===== src/rtl/owsearch_engine.sv =====
module owsearch_engine #(
  parameter int ID_BITS = 64,
  parameter logic [7:0] CMD_ALL = 8'hF0,
  parameter logic [7:0] CMD_ALARM = 8'hEC
) (
  input  logic               clk,
  input  logic               rst_n,
  input  logic               start,
  input  logic               alarm_mode,
  output logic               phy_req,
  output logic [1:0]         phy_op,
  output logic               phy_wbit,
  input  logic               phy_ack,
  input  logic               phy_rbit,
  input  logic               phy_presence,
  output logic [ID_BITS-1:0] id_out,
  output logic               id_valid,
  output logic               busy,
  output logic               search_done,
  output logic               no_device,
  output logic               no_participant
);
  localparam int PW = $clog2(ID_BITS + 1);
  localparam logic [1:0] OP_RESET = 2'd0;
  localparam logic [1:0] OP_WRITE = 2'd1;
  localparam logic [1:0] OP_READ  = 2'd2;

  typedef enum logic [2:0] {S_IDLE, S_RST, S_CMD, S_RA, S_RB, S_WR} st_t;

  st_t st;
  logic [7:0] cmd;
  logic [2:0] cbit;
  logic [PW-1:0] idx, last_disc, zero_br;
  logic a_bit, dir, pick;
  logic [ID_BITS-1:0] id;
  wire [PW-1:0] pos = idx + PW'(1);

  always_comb begin
    if (a_bit != phy_rbit)    pick = a_bit;
    else if (pos < last_disc) pick = id[0];
    else                      pick = (pos == last_disc);
  end

  assign busy     = (st != S_IDLE);
  assign phy_req  = busy;
  assign phy_op   = (st == S_RST) ? OP_RESET :
                    (st == S_CMD || st == S_WR) ? OP_WRITE : OP_READ;
  assign phy_wbit = (st == S_CMD) ? cmd[cbit] : dir;
  assign id_out   = id;

  always_ff @(posedge clk) begin
    if (!rst_n) begin
      st <= S_IDLE;
      cmd <= '0;
      cbit <= '0;
      idx <= '0;
      last_disc <= '0;
      zero_br <= '0;
      a_bit <= 1'b0;
      dir <= 1'b0;
      id <= '0;
      id_valid <= 1'b0;
      search_done <= 1'b0;
      no_device <= 1'b0;
      no_participant <= 1'b0;
    end else begin
      id_valid <= 1'b0;
      case (st)
        S_IDLE: if (start) begin
          cmd <= alarm_mode ? CMD_ALARM : CMD_ALL;
          cbit <= '0;
          idx <= '0;
          zero_br <= '0;
          search_done <= 1'b0;
          no_device <= 1'b0;
          no_participant <= 1'b0;
          st <= S_RST;
        end
        S_RST: if (phy_ack) begin
          if (phy_presence) st <= S_CMD;
          else begin
            no_device <= 1'b1;
            st <= S_IDLE;
          end
        end
        S_CMD: if (phy_ack) begin
          cbit <= cbit + 3'd1;
          if (cbit == 3'd7) st <= S_RA;
        end
        S_RA: if (phy_ack) begin
          a_bit <= phy_rbit;
          st <= S_RB;
        end
        S_RB: if (phy_ack) begin
          if (a_bit && phy_rbit) begin
            no_participant <= 1'b1;
            last_disc <= '0;
            st <= S_IDLE;
          end else begin
            dir <= pick;
            if (!a_bit && !phy_rbit && !pick) zero_br <= pos;
            st <= S_WR;
          end
        end
        S_WR: if (phy_ack) begin
          id <= {dir, id[ID_BITS-1:1]};
          if (idx == PW'(ID_BITS - 1)) begin
            id_valid <= 1'b1;
            last_disc <= zero_br;
            search_done <= (zero_br == '0);
            st <= S_IDLE;
          end else begin
            idx <= pos;
            st <= S_RA;
          end
        end
        default: st <= S_IDLE;
      endcase
    end
  end
endmodule


===== config.mk =====
export PLATFORM = sky130hd
export DESIGN_NAME = owsearch_engine
export DESIGN_NICKNAME = d
export VERILOG_FILES = /design/src/rtl/owsearch_engine.sv
export SDC_FILE = /design/constraint.sdc
export NUM_CORES = 1
export LEC_CHECK = 0
export BUFFER_PORTS_ARGS = -buffer_cell sky130_fd_sc_hd__buf_2
export CORE_ASPECT_RATIO = 0.6
export CORE_MARGIN = 1.5
export CORE_UTILIZATION = 50
export CTS_CLUSTER_DIAMETER = 30
export CTS_CLUSTER_SIZE = 14
export DETAILED_ROUTE_END_ITERATION = 7
export PLACE_DENSITY = 0.71
export RECOVER_POWER = 25
export SKIP_CTS_REPAIR_TIMING = 1
export SLEW_MARGIN = 20
export SYNTH_ARGS = -nofsm -noshare
export SYNTH_HDL_FRONTEND = slang
export SYNTH_SLANG_ARGS = --single-unit

===== constraint.sdc =====
create_clock -name clk -period 3.7 [get_ports clk]
set_input_delay 0.37 -clock clk [delete_from_list [all_inputs] [get_ports clk]]
set_output_delay 0.37 -clock clk [all_outputs]
set_load 0.005 [all_outputs]

==> results.py <==
metrics = {
    "floorplanning": {
        "ios": 80,
        "start_util_pct": 51.30,
        "die_x_um": 123.3,
        "dieArea_um2": 9265,
        "die_height_um": 75.16,
        "rows": 26,
        "core_um2": 8458,
    },
    "clocking": {
        "clockBufferDepth": 2,
        "clock-root-buffer": "clkbuf_16",
        "htree_levels": 3,
        "clock-sinks": 100,
        "clk-insertion-delay-late_ns": 0.35,
        "cts_tree": "built",
        "path_clk_slew_ns": 0.07,
        "cts_made_buffers": 9,
    },
    "min_path": {
        "holdCritPathClass": "input port to flop",
    },
    "routing": {
        "drc": 0,
        "ant_nets": 0,
        "vias": 3587,
        "drtIter0Drc": 270,
        "drt-total-wl_mm": 9.383,
        "firstDrtPassIters": 5,
        "wire_per_inst_um": 13.58,
        "via_per_inst": 5.191,
    },
    "cells_and_area": {
        "n_antenna_cell": 0,
        "nets": 593,
        "drive_gt1_share_pct": 12.95,
        "final_core_util_pct": 58.91,
        "stdcell_area_um2": 4982,
        "final_cell_mix": "nand2_1 (161), dfxtp_1 (100), buf_2 (46)",
        "seq_area_um2": 2002,
        "multi_input_area_um2": 2131,
        "area.growth.synth_to_final_pct": 14.82,
        "fill_cells": 773,
        "layout_commonest_cell": "nand2_1",
    },
    "synth": {
        "synthArstFlopShare_pct": 0,
        "syn_nets": 533,
        "synth.avg_cell_area_um2": 8.442,
        "yosys_warnings": 0,
        "synthDistinctLibCells": 47,
        "ys_seq_elements": 100,
        "synthCells": 514,
        "netlist_area_um2": 4339,
        "synth_edf_count": 0,
        "yosysSeqAreaShare_pct": 46.14,
        "ys.flop_type": "dfxtp_1",
    },
    "sta": {
        "setup_viol": 0,
        "fin_crit_sh_pct": 86.85,
        "worst_slack_ns": 0.4867,
        "fmax_ghz": 0.3112,
        "drv_slew": 0,
        "finalHoldViolCount": 0,
        "rsz0062_at_grt": "false",
        "worst_clock_skew_ns": 0.004235,
        "slew_headroom_pct": 46.12,
        "min_period_ns": 3.213,
        "worst_pin_slew_ns": 0.8054,
        "final.setup.tns_ns": 0,
    },
    "job": {
        "drv_cap": 0,
    },
    "power": {
        "peakVddDrop_mv": 0.3099,
        "p_leak_nw": 1.904,
        "power.density_nw_per_um2": 503.7,
    },
    "setup_path": {
        "crit_buf_inv": 0,
        "crit_slowest_cell": "or4b_1",
        "crit_path_end_kind": "flop",
        "crit_fanout": 7,
        "cp_top_family": "simple AND/OR/NAND/NOR gates",
        "arrival_ns": 3.49,
        "critPathKind": "flop to flop",
        "critPathMaxStageDelay_ns": 0.53,
        "path_cells": "ha_1 -> nand4_2 -> or2_2 -> xnor2_1 -> ha_1 -> nand4_1 -> or4b_1 -> o31ai_1 -> a21o_1 -> mux2i_1",
        "cp.required_ns": 3.97,
        "cp-start-kind": "flop",
        "path_common_cell": "ha_1",
    },
    "global_route": {
        "grt_pass1_vias": 3163,
        "antenna_found_initial": 0,
        "grt_pass1_wl_mm": 14.83,
        "grt_max_degree": 66,
        "overflow": 0,
        "grt_use_total_pct": 20.58,
    },
    "place": {
        "dp.final_hpwl_mm": 6.350,
        "place_ws_ns": 0.5396,
        "gp_congestion": 0.9025,
        "placed_area_um2": 4736,
        "io_buffers": 79,
    },
    "outcome": {
        "status": "finished, final reports clean",
    },
}
-- tightest hold or removal path, delay by kind of cell --
kind | cells | cell delay (ns)
and+or+nand+nor | 1 | 0.05
AOI/OAI and AO/OA | 1 | 0.06
buffers and inverters | 1 | 0.10
-- sequential cells by signal (all words and copies together), names as in the netlist --
signal	count
no_device	1
zero_br	7
idx	7
id_out	64
id_valid	1
dir	1
cmd	3
no_participant	1
search_done	1
st	3
cbit	3
last_disc	7
a_bit	1
-- cell type report --
type	instances	area share [%]
clock inverter	6	0.9794
sequential	100	40.18
inverter	12	0.9041
clock buffer	10	4.797
timing repair buffer	82	7.559
tap	112	2.813
multi-input combinational	369	42.77
-- per-layer routing --
| metal | up-vias | wire length, um | GRT usage [%] |
|---|---|---|---|
| met2 | 89 | 3900 | 31.30 |
| met3 | 10 | 595 | 6.894 |
| li1 | 1833 | - | - |
| met1 | 1655 | 4796 | 27.92 |
| met4 | 0 | 91 | 6.513 |
| met5 | - | 0 | 0 |
-- per-stage QoR --
step,total power [mW],cells,hold WS (ns)
3_3_place_gp,1.618,675,0.4388
6_report,2.509,691,0.2871
5_1_grt,2.631,691,0.2978
4_1_cts,2.531,691,0.2780
3_5_place_dp,1.627,675,0.4518
2_1_floorplan,1.536,514,0.4308
-- synthesized netlist by cell type, types with 2 or more instances --
cell        n  share of area, %
a21boi_0   26               4.5
a21boi_1   43               7.4
a21o_1      3              0.52
a21oi_1    17               2.0
a22o_1      7               1.4
a22oi_1     3              0.52
a31oi_1     2              0.29
and2_1      4              0.58
buf_2      14               1.6
buf_4       6               1.0
clkbuf_1   11              0.95
dfxtp_1   100                46
ha_1       12               3.5
inv_1      12               1.0
mux2i_1    10               2.3
nand2_1   162                14
nand2b_1    2              0.29
nand3_1     9               1.0
nand3b_1    4              0.69
nand4_1     3              0.43
nor2_1     14               1.2
nor2b_1     8               1.2
nor3_1      4              0.46
nor4_1      2              0.29
o21a_1      3              0.52
o21ai_0     9               1.0
xnor2_1     4              0.81
-- report_power, final --
| group | internal, mW | switching [mW] |
|---|---|---|
| clock network | 0.480 | 0.425 |
| registers | 1.11 | 0.0678 |
| logic | 0.162 | 0.265 |
-- cells by family (layout without fill, tap and decap cells) --
group / after synthesis / count (layout) / share of synthesized area [%]
and+or+nand+nor: 224 / 224 / 22.61
AOI/OAI and AO/OA: 117 / 117 / 19.23
DFF: 100 / 100 / 46.14
buffers and inverters: 45 / 110 / 4.988
adders and majority gates: 12 / 12 / 3.460
muxes: 11 / 11 / 2.566
xor gates and xnor gates: 5 / 5 / 1.009
-- worst paths after layout --
| kind | endpoint | cells after the start | start | slack (ns) |
|---|---|---|---|---|
| setup reg to reg | zero_br[3]$_SDFFE_PN0P_ | 10 | idx[0]$_SDFFE_PN0P_ | 0.49 |
| hold / removal | cmd[3]$_SDFFE_PN0P_ | 3 | alarm_mode | 0.29 |
| setup / recovery | zero_br[3]$_SDFFE_PN0P_ | 10 | idx[0]$_SDFFE_PN0P_ | 0.49 |
| hold reg to reg | idx[5]$_SDFFE_PN0P_ | 2 | idx[5]$_SDFFE_PN0P_ | 0.46 |
(Power assumes the default switching activity.)
